==> src/rtl/mdio_pkg.sv <==
package mdio_pkg;

    localparam int DATA_W   = 16;
    localparam int HDR_BITS = 14;  // start(2) + opcode(2) + phy(5) + reg(5)
    localparam int WR_BITS  = 18;  // turnaround(2) + data(16)

    localparam logic [1:0] ST_C22    = 2'b01;
    localparam logic [1:0] ST_C45    = 2'b00;
    localparam logic [1:0] OP_C22_RD = 2'b10;
    localparam logic [1:0] OP_WR     = 2'b01;
    localparam logic [1:0] OP_C45_AD = 2'b00;
    localparam logic [1:0] OP_C45_RD = 2'b11;

    typedef enum logic [3:0] {
        S_IDLE,
        S_PRE,
        S_HDR,
        S_WDAT,
        S_TA,
        S_RDAT,
        S_FLUSH,
        S_TAIL,
        S_DONE
    } mdio_state_e;

    // Outgoing bit stream after the preamble, MSB sent first.
    function automatic logic [31:0] pack_frame(
        input logic [1:0]  st,
        input logic [1:0]  op,
        input logic [4:0]  phy,
        input logic [4:0]  fld,
        input logic [15:0] data
    );
        return {st, op, phy, fld, 2'b10, data};
    endfunction

endpackage

==> src/rtl/mdio_clkgen.sv <==
module mdio_clkgen #(
    parameter int HALF_DIV = 80
) (
    input  logic clk,
    input  logic rst_n,
    input  logic run,
    output logic mdc,
    output logic fall
);
    localparam int CW = (HALF_DIV > 1) ? $clog2(HALF_DIV) : 1;

    logic [CW-1:0] cnt;
    logic          tick;

    assign tick = run && (cnt == CW'(HALF_DIV - 1));
    assign fall = tick && mdc;

    always_ff @(posedge clk or negedge rst_n) begin
        if (!rst_n) begin
            cnt <= '0;
            mdc <= 1'b0;
        end else if (!run) begin
            cnt <= '0;
            mdc <= 1'b0;
        end else if (tick) begin
            cnt <= '0;
            mdc <= ~mdc;
        end else begin
            cnt <= cnt + 1'b1;
        end
    end

endmodule

==> src/rtl/mdio_frame_fsm.sv <==
module mdio_frame_fsm
    import mdio_pkg::*;
#(
    parameter int PRE_LEN   = 32,
    parameter int FLUSH_LEN = 32,
    parameter int NUM_PHY   = 32
) (
    input  logic                 clk,
    input  logic                 rst_n,
    input  logic                 bit_end,
    input  logic                 req_valid,
    input  logic                 req_write,
    input  logic                 req_c45,
    input  logic [4:0]           req_phy,
    input  logic [4:0]           req_dev,
    input  logic [DATA_W-1:0]    req_addr,
    input  logic [DATA_W-1:0]    req_wdata,
    input  logic [NUM_PHY-1:0]   ta_ignore_mask,
    input  logic                 mdio_i,
    output logic                 run,
    output logic                 mdio_o,
    output logic                 mdio_oe,
    output logic                 ready,
    output logic                 done,
    output logic                 err,
    output logic [DATA_W-1:0]    rdata
);
    localparam int CNT_MAX = (PRE_LEN > FLUSH_LEN) ? PRE_LEN : FLUSH_LEN;
    localparam int CNT_W   = $clog2((CNT_MAX > WR_BITS) ? CNT_MAX : WR_BITS) + 1;

    mdio_state_e       state;
    logic [CNT_W-1:0]  cnt;
    logic [31:0]       tx_sh;
    logic [DATA_W-2:0] rx_sh;
    logic              wr_q;
    logic              addr_phase_q;
    logic              ign_q;
    logic [4:0]        phy_q;
    logic [4:0]        dev_q;
    logic [DATA_W-1:0] wdata_q;
    logic [DATA_W-1:0] rdata_q;
    logic              err_q;

    // State register and datapath
    always_ff @(posedge clk or negedge rst_n) begin
        if (!rst_n) begin
            state        <= S_IDLE;
            cnt          <= '0;
            tx_sh        <= '0;
            rx_sh        <= '0;
            wr_q         <= 1'b0;
            addr_phase_q <= 1'b0;
            ign_q        <= 1'b0;
            phy_q        <= '0;
            dev_q        <= '0;
            wdata_q      <= '0;
            rdata_q      <= '0;
            err_q        <= 1'b0;
        end else begin
            unique case (state)
                S_IDLE: begin
                    if (req_valid) begin
                        wr_q         <= req_write;
                        addr_phase_q <= req_c45;
                        ign_q        <= ta_ignore_mask[req_phy];
                        phy_q        <= req_phy;
                        dev_q        <= req_dev;
                        wdata_q      <= req_wdata;
                        rdata_q      <= '0;
                        err_q        <= 1'b0;
                        tx_sh        <= req_c45
                            ? pack_frame(ST_C45, OP_C45_AD, req_phy, req_dev, req_addr)
                            : pack_frame(ST_C22, req_write ? OP_WR : OP_C22_RD,
                                         req_phy, req_dev, req_wdata);
                        cnt          <= CNT_W'(PRE_LEN - 1);
                        state        <= S_PRE;
                    end
                end
                S_PRE: begin
                    if (bit_end) begin
                        if (cnt == '0) begin
                            cnt   <= CNT_W'(HDR_BITS - 1);
                            state <= S_HDR;
                        end else begin
                            cnt <= cnt - 1'b1;
                        end
                    end
                end
                S_HDR: begin
                    if (bit_end) begin
                        tx_sh <= {tx_sh[30:0], 1'b0};
                        if (cnt == '0) begin
                            if (wr_q || addr_phase_q) begin
                                cnt   <= CNT_W'(WR_BITS - 1);
                                state <= S_WDAT;
                            end else begin
                                state <= S_TA;
                            end
                        end else begin
                            cnt <= cnt - 1'b1;
                        end
                    end
                end
                S_WDAT: begin
                    if (bit_end) begin
                        tx_sh <= {tx_sh[30:0], 1'b0};
                        if (cnt == '0) state <= S_TAIL;
                        else           cnt   <= cnt - 1'b1;
                    end
                end
                S_TA: begin
                    if (bit_end) begin
                        if (!mdio_i || ign_q) begin
                            cnt   <= CNT_W'(DATA_W - 1);
                            state <= S_RDAT;
                        end else begin
                            cnt   <= CNT_W'(FLUSH_LEN - 1);
                            state <= S_FLUSH;
                        end
                    end
                end
                S_RDAT: begin
                    if (bit_end) begin
                        rx_sh <= {rx_sh[DATA_W-3:0], mdio_i};
                        if (cnt == '0) begin
                            rdata_q <= {rx_sh, mdio_i};
                            state   <= S_TAIL;
                        end else begin
                            cnt <= cnt - 1'b1;
                        end
                    end
                end
                S_FLUSH: begin
                    if (bit_end) begin
                        if (cnt == '0) begin
                            rdata_q <= '1;
                            err_q   <= 1'b1;
                            state   <= S_DONE;
                        end else begin
                            cnt <= cnt - 1'b1;
                        end
                    end
                end
                S_TAIL: begin
                    if (bit_end) begin
                        if (addr_phase_q) begin
                            addr_phase_q <= 1'b0;
                            tx_sh        <= pack_frame(ST_C45, wr_q ? OP_WR : OP_C45_RD,
                                                       phy_q, dev_q, wdata_q);
                            cnt          <= CNT_W'(PRE_LEN - 1);
                            state        <= S_PRE;
                        end else begin
                            state <= S_DONE;
                        end
                    end
                end
                S_DONE: state <= S_IDLE;
                default: state <= S_IDLE;
            endcase
        end
    end

    // Moore outputs
    always_comb begin
        ready   = 1'b0;
        done    = 1'b0;
        run     = 1'b1;
        mdio_oe = 1'b0;
        mdio_o  = 1'b0;
        unique case (state)
            S_IDLE: begin
                ready = 1'b1;
                run   = 1'b0;
            end
            S_PRE: begin
                mdio_oe = 1'b1;
                mdio_o  = 1'b1;
            end
            S_HDR, S_WDAT: begin
                mdio_oe = 1'b1;
                mdio_o  = tx_sh[31];
            end
            S_DONE: begin
                done = 1'b1;
                run  = 1'b0;
            end
            default: ;
        endcase
    end

    assign err   = err_q;
    assign rdata = rdata_q;

endmodule

==> src/rtl/mdio_master.sv <==
module mdio_master #(
    parameter int HALF_DIV  = 80,
    parameter int PRE_LEN   = 32,
    parameter int FLUSH_LEN = 32
) (
    input  logic        clk,
    input  logic        rst_n,
    input  logic        req_valid,
    input  logic        req_write,
    input  logic        req_c45,
    input  logic [4:0]  req_phy,
    input  logic [4:0]  req_dev,
    input  logic [15:0] req_addr,
    input  logic [15:0] req_wdata,
    input  logic [31:0] ta_ignore_mask,
    output logic        ready,
    output logic        done,
    output logic        err,
    output logic [15:0] rdata,
    output logic        mdc,
    output logic        mdio_o,
    output logic        mdio_oe,
    input  logic        mdio_i
);
    logic run;
    logic bit_end;

    mdio_clkgen #(
        .HALF_DIV (HALF_DIV)
    ) u_clkgen (
        .clk   (clk),
        .rst_n (rst_n),
        .run   (run),
        .mdc   (mdc),
        .fall  (bit_end)
    );

    mdio_frame_fsm #(
        .PRE_LEN   (PRE_LEN),
        .FLUSH_LEN (FLUSH_LEN),
        .NUM_PHY   (32)
    ) u_fsm (
        .clk            (clk),
        .rst_n          (rst_n),
        .bit_end        (bit_end),
        .req_valid      (req_valid),
        .req_write      (req_write),
        .req_c45        (req_c45),
        .req_phy        (req_phy),
        .req_dev        (req_dev),
        .req_addr       (req_addr),
        .req_wdata      (req_wdata),
        .ta_ignore_mask (ta_ignore_mask),
        .mdio_i         (mdio_i),
        .run            (run),
        .mdio_o         (mdio_o),
        .mdio_oe        (mdio_oe),
        .ready          (ready),
        .done           (done),
        .err            (err),
        .rdata          (rdata)
    );

endmodule

==> config.mk <==
export PLATFORM = sky130hd
export DESIGN_NAME = mdio_master
export DESIGN_NICKNAME = d
export VERILOG_FILES = /design/src/rtl/mdio_pkg.sv /design/src/rtl/mdio_clkgen.sv /design/src/rtl/mdio_frame_fsm.sv /design/src/rtl/mdio_master.sv
export SDC_FILE = /design/constraint.sdc
export NUM_CORES = 1
export LEC_CHECK = 0
export BUFFER_PORTS_ARGS = -buffer_cell sky130_fd_sc_hd__buf_2
export CORE_AREA = 3 3 112 114
export DETAILED_ROUTE_END_ITERATION = 7
export DIE_AREA = 0 0 115 117
export GPL_TIMING_DRIVEN = 0
export HOLD_SLACK_MARGIN = 0.02
export PLACE_DENSITY_LB_ADDON = 0.12
export SLEW_MARGIN = 30
export SYNTH_ARGS = -nofsm -noshare
export SYNTH_HDL_FRONTEND = slang
export SYNTH_SLANG_ARGS = --single-unit
==> constraint.sdc <==
create_clock -name clk -period 3.8 [get_ports clk]
set_input_delay 0.19 -clock clk [delete_from_list [all_inputs] [get_ports clk]]
set_output_delay 0.19 -clock clk [all_outputs]
set_load 0.02 [all_outputs]
==> reports/results.tsv, run 1 <==
metric	value	unit
GRT Total Usage	0.207	
CTS clk-pin slew, worst paths	0.07	ns
Initial DRT Pass Iterations	5	
Synth area leaders	dfrtp_1 (48%), mux2_2 (8.7%), mux2i_1 (5.7%)	
Syn Std Cell Area	5800	um^2
placed cell area	6500	um^2
global-route wire length before repair	22600	um
total stage count of the critical path	8	
period utilization	0.584	
Worst Setup Path Type	reg -> reg	
net count after synthesis	660	
drt first-iter violations	278	
Worst-Skew Late Latency	0.36	ns
Max transition margin	0.533	
pwr/cell area	773	nW/um^2
# H-tree levels	3	
total CTS buffers	9	
Yosys top cell area share	0.479	
unrepaired setup endpoints after global routing	no	
die footprint	13500	um^2
post-route cell area	6810	um^2
DR vias	4719	
Seq/Total Area, Yosys	0.479	
startpoint types	register	
largest area contributor in the netlist	dfrtp_1	
worst r2r src	u_fsm.cnt[0]	
number of diodes	0	
Final min period	2.22	ns
static leakage	0.00322	uW
Comb power frac	0.460	
worst min path class	in -> reg	
CP arrival	2.46	ns
cts repair resizes	0	
Setup-failing EPs final	0	
share of cells above drive strength 1	0.291	
grt ovf	0	
crit-path max FO	6	
Layout fillers	1006	
Worst Max-Slew Pin Slew	0.700	ns
Largest stage delay, worst path	0.38	ns
Slowest-stage cell, CP	nor3b_2	
clock power share	0.179	
FF-to-FF path depth	8	
WHS Endpoint	u_fsm.wdata_q[10]	
Clock Tree Root	clkbuf_16	
switching fraction of total power	0.401	
leading cell type in the layout, fill and taps excluded	dfrtp_1	
most frequent cells in the layout	dfrtp_1 (111), buf_2 (110), nand2_1 (70)	
DR WL/cell	15.8	um
initial antenna violation count	0	
core area	11500	um^2
Final Hold Viols	0	
count of state elements after synthesis	111	
vias per cell	5.64	
Clock Sinks	111	
Syn Area/Cell	10.0	um^2
Setup Skew	0.00741	ns
unique cell type count in the Yosys netlist	59	
largest net degree at the start of global routing	63	
Max Cap Viol	0	
vias in the first global route	4727	
HPWL after DPL	9720	um
Fin Hold WS	0.0762	ns
Top delay family on crit path	simple AND/OR/NAND/NOR gates	
Die H	117	um
total negative slack	0	ns
DRT antenna net count	0	
Layout Nets	770	
hold path startpoint	req_wdata[10]	
CTS tree	built	
Max Root-Sink Buffers	2	
Layout area overhead	17.4	%
initial core utilization	0.504	
CP Buf/Inv Count	1	
r2r endpoint	u_fsm.state[2]	
maximum clock rate	0.451	GHz
Hold Crit Depth	2	
Yosys Warn Count	0	
placer congestion estimate	0.888	
cells after synthesis	578	
Max Slew Vio Count	0	
Req. time, crit path	4.04	ns
num ports	102	
VDD IR-drop max	346	uV
flop-to-flop setup slack	1.58	ns
die width	115	um
Post-synth EDFFs	0	
Seq pwr share	0.360	
worst-path cell chain	inv_1 > ha_1 > nor3b_2 > and2_2 > a21oi_1 > o211ai_1 > nand3_1 > mux2_2	
Core Rows	39	
final WL	13200	um
Net Switching	2110	uW
status	finished, final reports clean	
Port-buffer cells	97	
Pint	3150	uW
Async S/R FF share, synth	1.00	
Crit. End Element	register	
final core utilization	0.592	
DRC viols	0	
Synth Flop Type	dfrtp_1	
[kinds of logic after synthesis]
family                   after synthesis  synth area share
multiplexers                          78             0.144
buffers and inverters                 48            0.0436
AO/OA/AOI/OAI                        156             0.166
AND/OR/NAND/NOR                      175             0.151
adder cells (fa/ha/maj)                2           0.00431
XOR/XNOR                               8            0.0121
flip-flops                           111             0.479
[synth_stat cells, drive strengths merged, types with 2 or more instances]
cell,number
dfrtp,111
nand2,71
o21ai,61
nor2,47
mux2,45
a21oi,41
mux2i,33
buf,25
a221oi,16
clkbuf,16
nand3,12
a22o,11
nor3,9
inv,7
nand2b,6
nor2b,6
and3,5
o211ai,5
xnor2,5
a22oi,4
nand4,4
o22ai,4
nor3b,3
or3,3
xor2,3
a211oi,2
ha,2
nand4b,2
nor4,2
[metrics by stage]
step / setup slack [ns] / cells / total power, uW
2_1_floorplan: 1.71 / 578 / 3690
3_3_place_gp: 1.24 / 818 / 4250
3_5_place_dp: 1.61 / 819 / 4340
4_1_cts: 1.57 / 836 / 5310
5_1_grt: 1.34 / 836 / 5710
6_report: 1.58 / 836 / 5260
[final cells by class]
cell class	count	area (um^2)	share of cell area
sequential	111	2780	0.408
clock buffer	9	225	0.0331
clock inverter	7	72.6	0.0107
timing repair buffer	99	533	0.0782
buffer	41	226	0.0332
inverter	7	26.3	0.00386
tap	143	179	0.0263
multi-input combinational	419	2770	0.407
[worst max path at each step]
stage / endpoint / slack, ns / start
detailed placement: u_fsm.rdata[8] / 1.61 / u_fsm.cnt[0]
global placement: u_fsm.wdata_q[14] / 1.24 / rst_n
finish: u_fsm.state[2] / 1.58 / u_fsm.cnt[0]
CTS: mdio_o / 1.57 / u_fsm.state[0]
floorplan: mdio_o / 1.71 / u_fsm.state[0]
global route: u_fsm.rdata[13] / 1.34 / u_fsm.cnt[0]
[routing by layer]
layer / global-route usage / share of wire
met2: 0.346 / 0.49
met5: 0 / 0
met1: 0.275 / 0.45
met4: 0.0618 / 0.011
met3: 0.0432 / 0.051
[timing repair]
item	4_1_cts	5_1_grt
setup endpoints to repair	0	0
hold buffers	1	0
hold endpoints to repair	49	0
setup buffers	0	0
[power groups by stage]
stage | combinational, uW | clock, uW | sequential [uW]
finish | 2420 | 944 | 1900
global route | 2740 | 1020 | 1950
CTS | 2440 | 973 | 1890
detailed placement | 2430 | 0 | 1910
global placement | 2360 | 0 | 1890
floorplan | 1760 | 0 | 1930
[registers in the layout, summed over array words and instances (netlist names)]
name	count
u_fsm.phy_q	5
u_fsm.tx_sh	32
u_fsm.dev_q	5
u_clkgen.mdc	1
u_fsm.err	1
u_fsm.ign_q	1
u_fsm.state	4
u_fsm.rx_sh	15
u_fsm.rdata	16
u_fsm.cnt	6
u_fsm.addr_phase_q	1
u_clkgen.cnt	7
u_fsm.wdata_q	16
u_fsm.wr_q	1
No activity file was read; power rests on OpenSTA's default activity.
==> run 2, diff against run 1 <==
Clock period 3.8 ns to 2.1 ns, I/O delays scaled along.
==> reports/results.tsv, run 2 (same netlist as run 1, synthesis figures left out) <==
metric	value	unit
status	finished, final reports clean	
static leakage	0.00336	uW
initial core utilization	0.504	
max reg flops	32	
startpoint types	register	
die width	115	um
Req. time, crit path	2.34	ns
period utilization	0.941	
placed insts	819	
DRC viols	0	
Worst Setup Path Type	reg -> reg	
Top delay family on crit path	simple AND/OR/NAND/NOR gates	
Pint	5880	uW
Core Rows	39	
share of cells above drive strength 1	0.309	
DR WL/cell	15.9	um
Net Switching	3960	uW
Max Root-Sink Buffers	2	
clock power share	0.174	
CTS clk-pin slew, worst paths	0.07	ns
HPWL after DPL	9720	um
Placement Setup Slack	-0.0946	ns
total CTS buffers	9	
Final Hold Viols	0	
Initial DRT Pass Iterations	5	
Worst-Skew Late Latency	0.36	ns
CP Buf/Inv Count	1	
CTS tree	built	
global-route wire length before repair	23000	um
Setup Skew	0.00646	ns
worst-path cell chain	inv_1 > ha_4 > nor3b_4 > and2_2 > a21oi_1 > o211ai_1 > nand3_2 > mux2_2	
Fin Hold WS	0.0449	ns
Comb power frac	0.475	
placer congestion estimate	0.888	
num ports	102	
CP arrival	2.22	ns
worst min path class	in -> reg	
Slowest-stage cell, CP	dfrtp_1	
Setup-failing EPs final	0	
Largest stage delay, worst path	0.38	ns
hold path startpoint	mdio_i	
final worst slack	0.123	ns
most frequent cells in the layout	buf_2 (111), dfrtp_1 (111), nand2_1 (69)	
vias in the first global route	4857	
Port-buffer cells	97	
Reg with most FFs	u_fsm.tx_sh	
largest net degree at the start of global routing	63	
Seq pwr share	0.351	
number of diodes	0	
total power	9840	uW
Layout area overhead	23.4	%
Clock Sinks	111	
drt first-iter violations	363	
die footprint	13500	um^2
crit path launch	u_fsm.cnt[1]	
crit-path max FO	4	
Worst Max-Slew Pin Slew	0.696	ns
DR vias	4865	
GRT Total Usage	0.211	
worst r2r src	u_fsm.cnt[1]	
Max Slew Vio Count	0	
maximum clock rate	0.506	GHz
Clock Tree Root	clkbuf_16	
Max Cap Viol	0	
initial antenna violation count	0	
Max transition margin	0.536	
# H-tree levels	3	
core area	11500	um^2
DRT antenna net count	0	
Die H	117	um
Final min period	1.98	ns
grt ovf	0	
fin cells	864	
final WL	13700	um
vias per cell	5.63	
Layout Nets	798	
unrepaired setup endpoints after global routing	yes	
VDD IR-drop max	581	uV
Crit. End Element	register	
pwr/cell area	1370	nW/um^2
switching fraction of total power	0.402	
==> run 2: changes by cell type in the layout (fill, tap and decap cells not counted), moves of 3 or more <==
cell | before | now
dlygate4sd3_1 | 1 | 23
buf_4 | 8 | 15
clkbuf_1 | 14 | 10
o21ai_0 | 44 | 41
==> run 2: area by class of cell <==
type | count | area (um^2)
plain buffers | 41 | 246
repair buffers | 127 | 791
clock buffers | 9 | 225
inverters | 7 | 26.3
clock inverters | 7 | 72.6
well taps | 143 | 179
flip-flops and latches | 111 | 2780
fillers | 970 | 4360
multi-input cells | 419 | 2840
==> run 2: power groups by stage <==
stage                     clock, uW  combinational (uW)  sequential, uW
after global routing           1840                5260            3550
after global placement            0                4270            3420
final                          1720                4680            3450
after floorplan                   0                3180            3490
after detailed placement          0                4390            3460
after CTS                      1760                4470            3430
==> run 2: worst paths after layout <==
check	slack [ns]	depth (start not counted)	to
worst max register to register	0.12	8	u_fsm.state[2]
worst min-delay path	0.04	2	u_fsm.rx_sh[0]
min in group asynchronous	0.25	2	u_clkgen.cnt[3]
max in group asynchronous	1.22	3	u_fsm.tx_sh[29]
worst max-delay path	0.12	8	u_fsm.state[2]
worst min register to register	0.48	2	u_fsm.rdata[13]
==> run 2: routing by layer <==
layer | vias up | part of all wire | global-route usage
li1 | 2365 | - | -
met1 | 2361 | 0.44 | 0.278
met2 | 123 | 0.50 | 0.357
met3 | 16 | 0.045 | 0.0416
met4 | 0 | 0.013 | 0.0618
met5 | - | 0 | 0
==> run 2: what timing repair did <==
| item | CTS | global route |
|---|---|---|
| pin swaps | 2 | 5 |
| resized for setup | 5 | 37 |
| endpoints found under the setup margin | 31 | 59 |
| cloned | 0 | 3 |
| hold buffers | 23 | 0 |
| buffers inserted | 1 | 2 |
| hold endpoints to repair | 71 | 0 |
==> run 2: per-stage QoR <==
stage,utilization,instance area (um^2),setup TNS (ns)
after floorplan,-,5800,0
after global placement,0.562,6470,-41.15
after detailed placement,0.565,6500,-1.32
after CTS,0.613,7060,0
after global routing,0.622,7160,-0.272
final,0.622,7160,0
